## src/rtl/ahbm_pkg.sv

```systemverilog
`timescale 1ns/1ps
package ahbm_pkg;

   typedef enum logic [1:0] {
      XK_SINGLE = 2'd0,
      XK_INCR   = 2'd1,
      XK_FIXED  = 2'd2,
      XK_WRAP   = 2'd3
   } xkind_e;

   localparam logic [1:0] HT_IDLE = 2'b00;
   localparam logic [1:0] HT_NSEQ = 2'b10;
   localparam logic [1:0] HT_SEQ  = 2'b11;

   localparam logic [2:0] HB_SINGLE = 3'd0;
   localparam logic [2:0] HB_INCR   = 3'd1;

   // fixed-length incrementing burst code for a beat count
   function automatic logic [2:0] incr_code(input int beats);
      if (beats == 16)     return 3'd7;
      else if (beats == 8) return 3'd5;
      else                 return 3'd3;
   endfunction

   // fixed-length wrapping burst code for a beat count
   function automatic logic [2:0] wrap_code(input int beats);
      if (beats == 16)     return 3'd6;
      else if (beats == 8) return 3'd4;
      else                 return 3'd2;
   endfunction

   // size code 3 is out of range for the port; fold it onto word
   function automatic logic [1:0] clamp_size(input logic [1:0] s);
      return (s == 2'd3) ? 2'd2 : s;
   endfunction

endpackage

```

## src/rtl/ahbm_step.sv

```systemverilog
`timescale 1ns/1ps
module ahbm_step
   import ahbm_pkg::*;
#(
   parameter int AW    = 32,
   parameter int BEATS = 4
) (
   input  xkind_e          kind,
   input  logic [1:0]      size,
   input  logic [AW-1:0]   cur,
   output logic [AW-1:0]   nxt
);
   localparam int LB = $clog2(BEATS);

   if ((1 << LB) != BEATS) begin : g_bad_pow2
      $error("ahbm_step: BEATS must be a power of two");
   end

   logic [AW-1:0] stride;
   logic [AW-1:0] span;
   logic [AW-1:0] sum;

   assign stride = AW'(1) << size;
   // low-bit mask of the wrap block (BEATS * bytes per beat)
   assign span   = (stride << LB) - AW'(1);
   assign sum    = cur + stride;

   always_comb begin
      unique case (kind)
         XK_FIXED: nxt = cur;
         XK_WRAP:  nxt = (cur & ~span) | (sum & span);
         default:  nxt = sum;
      endcase
   end

endmodule

```

## src/rtl/ahbm_issue.sv

```systemverilog
`timescale 1ns/1ps
module ahbm_issue
   import ahbm_pkg::*;
#(
   parameter int AW    = 32,
   parameter int BEATS = 4
) (
   input  logic            clk,
   input  logic            rst_n,
   input  logic            start,
   input  xkind_e          kind_i,
   input  logic [1:0]      size_i,
   input  logic [AW-1:0]   addr_i,
   input  logic            write_i,
   input  logic            hgrant,
   input  logic            hready,
   input  logic            last_done,
   output logic [1:0]      htrans,
   output logic [AW-1:0]   haddr,
   output logic            hwrite,
   output logic [2:0]      hsize,
   output logic [2:0]      hburst,
   output logic            hbusreq,
   output logic            accept,
   output logic            acc_last,
   output logic            busy,
   output logic            write_q
);
   localparam int             CW       = $clog2(BEATS + 1);
   localparam logic [CW-1:0]  FULL     = CW'(BEATS);
   localparam logic [CW-1:0]  ONE      = CW'(1);
   localparam logic [2:0]     INC_CODE = incr_code(BEATS);
   localparam logic [2:0]     WRP_CODE = wrap_code(BEATS);

   logic            run_q;
   logic            own_q;
   logic            prev_q;
   logic            req_q;
   logic            res_q;
   xkind_e          kind_q;
   logic [1:0]      size_q;
   logic [AW-1:0]   addr_q;
   logic [CW-1:0]   issued_q;

   logic [CW-1:0]   nbeats;
   logic            want;
   logic            issuing;
   logic            seq_ok;
   logic [AW-1:0]   addr_nx;

   ahbm_step #(.AW(AW), .BEATS(BEATS)) u_step (
      .kind (kind_q),
      .size (size_q),
      .cur  (addr_q),
      .nxt  (addr_nx)
   );

   assign nbeats   = (kind_q == XK_SINGLE) ? ONE : FULL;
   assign want     = run_q && (issued_q != nbeats);
   assign issuing  = own_q && want;
   assign seq_ok   = prev_q && ((kind_q == XK_INCR) || (kind_q == XK_WRAP));
   assign accept   = issuing && hready;
   assign acc_last = accept && (issued_q == (nbeats - ONE));

   assign htrans  = !issuing ? HT_IDLE : (seq_ok ? HT_SEQ : HT_NSEQ);
   assign haddr   = issuing ? addr_q : '0;
   assign hwrite  = issuing && write_q;
   assign hsize   = issuing ? {1'b0, size_q} : 3'd0;
   assign hbusreq = req_q;
   assign busy    = run_q;

   always_comb begin
      hburst = HB_SINGLE;
      if (issuing) begin
         unique case (kind_q)
            XK_INCR: hburst = res_q ? HB_INCR : INC_CODE;
            XK_WRAP: hburst = res_q ? HB_INCR : WRP_CODE;
            default: hburst = HB_SINGLE;
         endcase
      end
   end

   always_ff @(posedge clk or negedge rst_n) begin
      if (!rst_n) begin
         run_q    <= 1'b0;
         own_q    <= 1'b0;
         prev_q   <= 1'b0;
         req_q    <= 1'b0;
         res_q    <= 1'b0;
         kind_q   <= XK_SINGLE;
         size_q   <= 2'd0;
         addr_q   <= '0;
         issued_q <= '0;
         write_q  <= 1'b0;
      end else begin
         if (hready) begin
            own_q  <= hgrant;
            prev_q <= accept;
         end
         if (!run_q) begin
            if (start) begin
               run_q    <= 1'b1;
               kind_q   <= kind_i;
               size_q   <= clamp_size(size_i);
               addr_q   <= addr_i;
               write_q  <= write_i;
               issued_q <= '0;
               req_q    <= 1'b1;
               res_q    <= 1'b0;
            end
         end else begin
            if (accept) begin
               issued_q <= issued_q + ONE;
               addr_q   <= addr_nx;
            end
            if (acc_last) req_q <= 1'b0;
            // burst chain broken by lost ownership
            if (hready && !accept && want && prev_q) res_q <= 1'b1;
            if (last_done) run_q <= 1'b0;
         end
      end
   end

   a_r7_hold_addr: assert property (@(posedge clk) disable iff (!rst_n)
      (htrans != HT_IDLE && !hready) |=> (htrans == $past(htrans) && haddr == $past(haddr)));

   a_r10_req_covers: assert property (@(posedge clk) disable iff (!rst_n)
      (htrans != HT_IDLE) |-> hbusreq);

   a_r14_start_ignored: assert property (@(posedge clk) disable iff (!rst_n)
      (run_q && start) |=> (write_q == $past(write_q) && kind_q == $past(kind_q)));

endmodule

```

## src/rtl/ahbm_dphase.sv

```systemverilog
`timescale 1ns/1ps
module ahbm_dphase #(
   parameter int DW     = 32,
   parameter bit RD_REG = 1'b1
) (
   input  logic            clk,
   input  logic            rst_n,
   input  logic            accept,
   input  logic            acc_last,
   input  logic            write_q,
   input  logic [DW-1:0]   wdata,
   input  logic            hready,
   input  logic [DW-1:0]   hrdata,
   output logic [DW-1:0]   hwdata,
   output logic            rvalid,
   output logic [DW-1:0]   rdata,
   output logic            done,
   output logic            last_done
);
   logic            dv_q;
   logic            dl_q;
   logic            dw_q;
   logic [DW-1:0]   wd_q;
   logic            done_q;
   logic            complete;

   assign complete  = dv_q && hready;
   assign last_done = complete && dl_q;
   assign hwdata    = wd_q;
   assign done      = done_q;

   always_ff @(posedge clk or negedge rst_n) begin
      if (!rst_n) begin
         dv_q   <= 1'b0;
         dl_q   <= 1'b0;
         dw_q   <= 1'b0;
         wd_q   <= '0;
         done_q <= 1'b0;
      end else begin
         if (hready) begin
            dv_q <= accept;
            dl_q <= acc_last;
            dw_q <= write_q;
         end
         if (accept && write_q) wd_q <= wdata;
         done_q <= last_done;
      end
   end

   if (RD_REG) begin : g_rreg
      logic            rv_q;
      logic [DW-1:0]   rd_q;
      always_ff @(posedge clk or negedge rst_n) begin
         if (!rst_n) begin
            rv_q <= 1'b0;
            rd_q <= '0;
         end else begin
            rv_q <= complete && !dw_q;
            if (complete && !dw_q) rd_q <= hrdata;
         end
      end
      assign rvalid = rv_q;
      assign rdata  = rd_q;
   end else begin : g_rcomb
      assign rvalid = complete && !dw_q;
      assign rdata  = hrdata;
   end

   a_r13_done_pulse: assert property (@(posedge clk) disable iff (!rst_n)
      done |=> !done);

   a_r11_wdata_hold: assert property (@(posedge clk) disable iff (!rst_n)
      (dv_q && dw_q && !hready) |=> $stable(hwdata));

endmodule

```

## src/rtl/ahb_req_master.sv

```systemverilog
`timescale 1ns/1ps
module ahb_req_master
   import ahbm_pkg::*;
#(
   parameter int AW     = 32,
   parameter int DW     = 32,
   parameter int BEATS  = 4,
   parameter bit RD_REG = 1'b1
) (
   input  logic            clk,
   input  logic            rst_n,
   input  logic            req_start,
   input  logic [1:0]      req_kind,
   input  logic [1:0]      req_size,
   input  logic [AW-1:0]   req_addr,
   input  logic            req_write,
   input  logic [DW-1:0]   req_wdata,
   output logic            req_wnext,
   output logic [DW-1:0]   rsp_rdata,
   output logic            rsp_rvalid,
   output logic            xfer_done,
   output logic            xfer_busy,
   output logic            hbusreq,
   input  logic            hgrant,
   output logic [1:0]      htrans,
   output logic [AW-1:0]   haddr,
   output logic            hwrite,
   output logic [2:0]      hsize,
   output logic [2:0]      hburst,
   output logic [DW-1:0]   hwdata,
   input  logic            hready,
   input  logic [DW-1:0]   hrdata
);
   if (!(BEATS == 4 || BEATS == 8 || BEATS == 16)) begin : g_bad_beats
      $error("ahb_req_master: BEATS must be 4, 8 or 16");
   end
   if (DW < 32) begin : g_bad_dw
      $error("ahb_req_master: DW must hold a word");
   end
   if (AW < 8) begin : g_bad_aw
      $error("ahb_req_master: AW too narrow for a wrap block");
   end

   logic accept;
   logic acc_last;
   logic last_done;
   logic write_q;

   ahbm_issue #(.AW(AW), .BEATS(BEATS)) u_issue (
      .clk       (clk),
      .rst_n     (rst_n),
      .start     (req_start),
      .kind_i    (xkind_e'(req_kind)),
      .size_i    (req_size),
      .addr_i    (req_addr),
      .write_i   (req_write),
      .hgrant    (hgrant),
      .hready    (hready),
      .last_done (last_done),
      .htrans    (htrans),
      .haddr     (haddr),
      .hwrite    (hwrite),
      .hsize     (hsize),
      .hburst    (hburst),
      .hbusreq   (hbusreq),
      .accept    (accept),
      .acc_last  (acc_last),
      .busy      (xfer_busy),
      .write_q   (write_q)
   );

   ahbm_dphase #(.DW(DW), .RD_REG(RD_REG)) u_dphase (
      .clk       (clk),
      .rst_n     (rst_n),
      .accept    (accept),
      .acc_last  (acc_last),
      .write_q   (write_q),
      .wdata     (req_wdata),
      .hready    (hready),
      .hrdata    (hrdata),
      .hwdata    (hwdata),
      .rvalid    (rsp_rvalid),
      .rdata     (rsp_rdata),
      .done      (xfer_done),
      .last_done (last_done)
   );

   assign req_wnext = accept && write_q;

endmodule

```

## config.mk

```make
export PLATFORM = sky130hd
export DESIGN_NAME = ahb_req_master
export DESIGN_NICKNAME = d
export VERILOG_FILES = /design/src/rtl/ahbm_pkg.sv /design/src/rtl/ahbm_step.sv /design/src/rtl/ahbm_issue.sv /design/src/rtl/ahbm_dphase.sv /design/src/rtl/ahb_req_master.sv
export SDC_FILE = /design/constraint.sdc
export NUM_CORES = 1
export LEC_CHECK = 0
export BUFFER_PORTS_ARGS = -buffer_cell sky130_fd_sc_hd__buf_2
export CAP_MARGIN = 40
export CORE_ASPECT_RATIO = 0.7
export CORE_MARGIN = 5
export CORE_UTILIZATION = 50
export DETAILED_ROUTE_END_ITERATION = 16
export PLACE_DENSITY_LB_ADDON = 0.08
export SYNTH_ARGS = -nofsm -noshare
export SYNTH_HDL_FRONTEND = slang
export SYNTH_SLANG_ARGS = --single-unit
```

## constraint.sdc

```tcl
create_clock -name clk -period 3.2 [get_ports clk]
set_input_delay 0.64 -clock clk [delete_from_list [all_inputs] [get_ports clk]]
set_output_delay 0.64 -clock clk [all_outputs]
set_load 0.1 [all_outputs]
```

==> results.sh, run 1 <==
export IMPL_status="finished clean"
export IMPL_clk_latency_ns=0.40
export IMPL_skew_ns=0.0102
export IMPL_start_kind="flop"
export IMPL_grt_overflow=0
export IMPL_fin_crit_ns=3.05
export IMPL_syn_area_per_cell_um2=9.35
export IMPL_synth_flop_cell="dfrtp_1"
export IMPL_worst_pin_slew_ns=0.883
export IMPL_cts_hold_buf=0
export IMPL_antenna_found_initial=0
export IMPL_wl_mm=16.8
export IMPL_ant_nets=0
export IMPL_cts_tree="yes"
export IMPL_gp_congestion=0.928
export IMPL_drc=0
export IMPL_cp_data_arrival_time_ns=2.41
export IMPL_area_growth_pct=34.7
export IMPL_first_iter_violations=365
export IMPL_fillers=870
export IMPL_grt_pass1_wl_mm=27.4
export IMPL_dieArea_um2=13800
export IMPL_io_pins=216
export IMPL_cts_inserted_buffers=17
export IMPL_cts_root_buf="clkbuf_16"
export IMPL_synth_warnings=0
export IMPL_rows=32
export IMPL_ff_latch_area_um2=2830
export IMPL_worstSetupPathType="reg2out"
export IMPL_place_area_um2=7060
export IMPL_syn_area_um2=5760
export IMPL_worstPathRequired_ns=2.56
export IMPL_postCtsSetupBuffers=0
export IMPL_synthDistinctLibCells=62
export IMPL_clk_pin_slew_ns=0.06
export IMPL_cts_sinks=113
export IMPL_synth_edf_count=0
export IMPL_path_max_fanout=26
export IMPL_core_um2=11100
export IMPL_grt_setup_unrepaired="false"
export IMPL_io_buffers=213
export IMPL_synthCells=616
export IMPL_ys_seq_area_frac=0.491
export IMPL_n_antenna_cell=0
export IMPL_hold_violations=0
export IMPL_post_route_period_util=0.952
export IMPL_slew_headroom=0.411
export IMPL_use_met1=0.332
export IMPL_top_usage_layer="met2"
export IMPL_clockBufferDepth=2
export IMPL_setup_viol=0
export IMPL_met3_usage=0.0710
export IMPL_r2r_cells=9
export IMPL_drv_slew=0
export IMPL_synthArstFlopShare=1.00
export IMPL_multi_input_area_um2=2720
export IMPL_wire_per_inst_um=17.0
export IMPL_post_cts_resized=0
export IMPL_die_w_um=138
export IMPL_grt_pass1_vias=5388
export IMPL_grt_max_degree=74
export IMPL_h_tree_depth=4
export IMPL_initial_core_util=0.518
export IMPL_dp_hpwl_mm=12.3
export IMPL_reg2reg_from="u_issue.size_q[0]"
export IMPL_vias=5341
export IMPL_avgViaCountPerCell=5.42
export IMPL_grt_util_met2=0.380
export IMPL_final_nets=933
export IMPL_gr_usage_all_layers=0.244
export IMPL_hold_path_class="in2async"
export IMPL_rrSetupSlack_ns=0.43
export IMPL_ys_seq_elements=113
export IMPL_drive_gt1_frac=0.381
export IMPL_maxCapViolations=0
export IMPL_dr_pass1_iters=5
export IMPL_die_h_um=99.8
export IMPL_end_kind="output pin"
export IMPL_fmaxAchievable_mhz=328
export IMPL_fin_area_um2=7760
==> cell usage after synthesis (all sizes together), types with 4 or more instances <==
| cell type | number | area share |
|---|---|---|
| a211oi | 4 | 0.0052 |
| a21oi | 35 | 0.031 |
| a22oi | 8 | 0.010 |
| and2 | 36 | 0.039 |
| and3 | 5 | 0.0059 |
| buf | 20 | 0.021 |
| clkbuf | 20 | 0.013 |
| dfrtp | 113 | 0.49 |
| ha | 6 | 0.013 |
| inv | 16 | 0.010 |
| mux2 | 35 | 0.068 |
| mux2i | 7 | 0.012 |
| nand2 | 141 | 0.092 |
| nand3 | 14 | 0.014 |
| nand4 | 4 | 0.0054 |
| nor2 | 25 | 0.017 |
| nor2b | 4 | 0.0043 |
| nor3 | 7 | 0.0070 |
| nor4 | 7 | 0.0098 |
| o211ai | 12 | 0.016 |
| o21ai | 41 | 0.036 |
| o22ai | 10 | 0.011 |
| or2 | 4 | 0.0043 |
==> cells in the final DEF (no fill, tap or decap), types with 16 or more instances in the layout <==
cell,n
buf_2,206
nand2_1,141
dfrtp_1,113
o21ai_0,39
mux2_2,35
a21oi_1,32
and2_1,26
nor2_1,22
clkbuf_16,17
inv_1,16
==> logic make-up after synthesis <==
| kind of cell | share of synthesized area |
|---|---|
| fa+ha+maj | 0.0165 |
| mux | 0.0806 |
| compound gates | 0.148 |
| flops | 0.491 |
| buf+inv | 0.0443 |
| other cells | 0.000651 |
| simple gates | 0.216 |
| xor+xnor | 0.00304 |
==> worst max path at each step <==
stage	start	slack, ns	cells after the start	end
2_1_floorplan	u_issue.busy	-0.05	5	hburst[1]
3_3_place_gp	u_issue.kind_q[1]	0.60	6	haddr[19]
3_5_place_dp	u_issue.size_q[0]	0.48	9	flop
4_1_cts	u_issue.kind_q[1]	0.12	6	haddr[17]
5_1_grt	u_issue.kind_q[1]	0.09	6	haddr[19]
6_report	u_issue.kind_q[1]	0.15	6	haddr[17]
==> per-layer routing <==
layer,routed length (µm),part of all wire
met3,1540,0.091
met2,7550,0.45
met5,0,0
met4,253,0.015
met1,7440,0.44
==> final cells by class <==
class / instances / share of cell area
Clock inverter: 9 / 0.0260
Clock buffer: 22 / 0.0624
Multi-Input combinational cell: 448 / 0.351
Inverter: 16 / 0.00774
Sequential cell: 113 / 0.364
Tap cell: 153 / 0.0247
Timing Repair Buffer: 224 / 0.164
==> metrics by stage <==
| stage | instances | utilization | hold WS (ns) | TNS, ns | setup slack [ns] |
|---|---|---|---|---|---|
| floorplan | 617 | - | 0.344 | -0.0983 | -0.0492 |
| global placement | 953 | 0.632 | 0.452 | 0 | 0.601 |
| detailed placement | 954 | 0.635 | 0.457 | 0 | 0.480 |
| CTS | 985 | 0.696 | 0.229 | 0 | 0.120 |
| global route | 985 | 0.697 | 0.262 | 0 | 0.0857 |
| finish | 985 | 0.697 | 0.212 | 0 | 0.153 |
==> worst max-delay path: stages, from the launching register on <==
cell and delay, ns:
dfrtp_1 0.46, or4b_1 0.58, o21ai_2 0.15, a21oi_4 0.16
buf_12 0.18, and2_2 0.19, buf_2 0.29
Power of run 1 is left out: the tool's default activity adds up to more than one toggle a clock period on the data nets, which glitch-free logic cannot reach.
==> run 2, diff against run 1 <==
Settings changed: ABC_AREA set to 1, CORE_UTILIZATION 50 to 51, CTS_CLUSTER_DIAMETER set to 60.
==> run 2 against run 1 <==
Net effect:
- clock-buffer cell count down 4
- utilization down 1.3 points
- maximum frequency up 0.50%
- final cell count up 30%
- global-route usage up 1.3 points
- critical path depth up 2
- non-clock buffer count down 1
- cell area up 4.8%
- synthesized cell count up 46%
- first-iteration DRC count up 5.2%
- area after synthesis up 9.2%
- worst setup slack better by 0.015 ns
- largest cell class is now multi-input gates
- highest routed layer is now met5
==> results.sh, run 2 <==
export IMPL_status="finished clean"
export IMPL_slowest_delay_ns=0.44
export IMPL_maxCapViolations=0
export IMPL_ant_nets=0
export IMPL_syn_area_um2=6290
export IMPL_grt_pass1_wl_mm=29.8
export IMPL_synth_most_common_cell="nand2_1"
export IMPL_setup_viol=0
export IMPL_area_growth_pct=29.3
export IMPL_first_iter_violations=384
export IMPL_clk_latency_ns=0.41
export IMPL_h_tree_depth=4
export IMPL_core_um2=11900
export IMPL_cpMaxStageDelayCell="dfrtp_1"
export IMPL_cts_hold_buf=0
export IMPL_worstPathCellList="o21ai_0 > nand2_1 > nand3_2 > nand2_1 > nor2_1 > inv_2 > nor2_1 > buf_2"
export IMPL_final_cell_mix="nand2_1 (439), buf_2 (191), dfrtp_1 (113), nor2_1 (87), inv_1 (68)"
export IMPL_io_pins=216
export IMPL_final_common_cell="nand2_1"
export IMPL_clockBufferDepth=2
export IMPL_reg2reg_from="u_issue.size_q[0]"
export IMPL_antenna_found_initial=1
export IMPL_synth_top_area_frac=0.450
export IMPL_start_kind="flop"
export IMPL_crit_path_end="haddr[19]"
export IMPL_grt_overflow=0
export IMPL_cts_tree="yes"
export IMPL_pre_cts_ws_ns=0.582
export IMPL_ys_seq_elements=113
export IMPL_synth_area_leaders="dfrtp_1 (45%), nand2_1 (26%), nor2_1 (5.4%)"
export IMPL_cp_data_arrival_time_ns=2.39
export IMPL_die_w_um=143
export IMPL_drive_gt1_frac=0.257
export IMPL_fmaxAchievable_mhz=330
export IMPL_synth_common_cells="nand2_1 (439), dfrtp_1 (113), nor2_1 (90)"
export IMPL_slew_headroom=0.563
export IMPL_postCtsSetupBuffers=0
export IMPL_r2r_cells=14
export IMPL_cts_inserted_buffers=17
export IMPL_drv_slew=0
export IMPL_ys_seq_area_frac=0.450
export IMPL_vias=6245
export IMPL_synth_warnings=0
export IMPL_die_h_um=103
export IMPL_synthDistinctLibCells=36
export IMPL_hold_violations=0
export IMPL_grt_pass1_vias=5864
export IMPL_wl_mm=18.3
export IMPL_clk_pin_slew_ns=0.06
export IMPL_worst_pin_slew_ns=0.655
export IMPL_post_route_period_util=0.947
export IMPL_grt_max_degree=53
export IMPL_dr_pass1_iters=5
export IMPL_fin_ws_ns=0.169
export IMPL_synthCells=900
export IMPL_syn_area_per_cell_um2=6.99
export IMPL_io_buffers=213
export IMPL_end_kind="output pin"
export IMPL_rows=33
export IMPL_dieArea_um2=14700
export IMPL_cts_root_buf="clkbuf_16"
export IMPL_n_antenna_cell=0
export IMPL_wire_per_inst_um=14.3
export IMPL_dp_hpwl_mm=13.5
export IMPL_fin_crit_ns=3.03
export IMPL_synthArstFlopShare=1.00
export IMPL_worstSetupStartpoint="u_issue.kind_q[1]"
export IMPL_gr_usage_all_layers=0.257
export IMPL_skew_ns=0.00952
export IMPL_synth_top_cell_by_area="dfrtp_1"
export IMPL_rrSetupSlack_ns=0.85
export IMPL_hold_path_class="in2async"
export IMPL_initial_core_util=0.529
export IMPL_synth_edf_count=0
export IMPL_synth_flop_cell="dfrtp_1"
export IMPL_final_nets=1222
export IMPL_gp_congestion=0.855
export IMPL_path_max_fanout=35
export IMPL_drc=0
export IMPL_cts_sinks=113
export IMPL_worstSetupPathType="reg2out"
export IMPL_avgViaCountPerCell=4.88
export IMPL_worstPathRequired_ns=2.56
[run 2: kinds of logic after synthesis]
kind of cell | synth area share
buf+inv | 0.0748
compound gates | 0.0521
flops | 0.450
mux | 0.00179
xor+xnor | 0.00696
other cells | 0.000596
fa+ha+maj | 0.0151
simple gates | 0.399
[run 2: critical path, delay by kind of cell (launching register included)]
family	cells	cell delay, ns
flops	1	0.44
buf+inv	2	0.72
compound gates	1	0.19
simple gates	5	0.60
[run 2: stage by stage]
step                      setup TNS, ns  utilization  instances  area, µm²  hold WS (ns)
after floorplan                  -13.46            -        901       6300         0.344
after global placement                0        0.628       1246       7470         0.452
after global routing            -0.0238        0.684       1279       8130         0.322
after detailed placement              0        0.630       1247       7490         0.454
after CTS                             0        0.680       1279       8080         0.272
final                                 0        0.684       1279       8130         0.261
[run 2: what timing repair did]
action                                  CTS  global route
endpoints found under the setup margin    0            20
hold endpoints to repair                  0             0
gates resized for setup                   0            20
[run 2: routing by layer]
metal,track usage,vias up,wire length [µm]
met5,0,-,18
met4,0.0592,2,168
met3,0.0746,20,1710
met2,0.398,231,8110
met1,0.362,2812,8310
li1,-,3180,-
[run 2: area by class of cell]
| type | count | area, µm² |
|---|---|---|
| Inverter | 71 | 272 |
| Tap cell | 157 | 196 |
| Fill cell | 1056 | 3760 |
| Clock buffer | 18 | 439 |
| Timing Repair Buffer | 223 | 1240 |
| Sequential cell | 113 | 2830 |
| Clock inverter | 14 | 151 |
| Multi-Input combinational cell | 683 | 3010 |
[run 2: worst min path at each step]
stage,cells past startpoint,from,slack [ns],endpoint
global route,1,rst_n,0.32,u_dphase.hwdata[20]
finish,1,rst_n,0.26,u_dphase.hwdata[19]
CTS,1,rst_n,0.27,u_dphase.hwdata[19]
floorplan,0,rst_n,0.34,asynchronous set/reset pin
detailed placement,2,u_dphase.rdata[3],0.45,u_dphase.rdata[3]
global placement,2,u_dphase.rdata[8],0.45,u_dphase.rdata[8]
Power of run 2 is left out for the same reason.
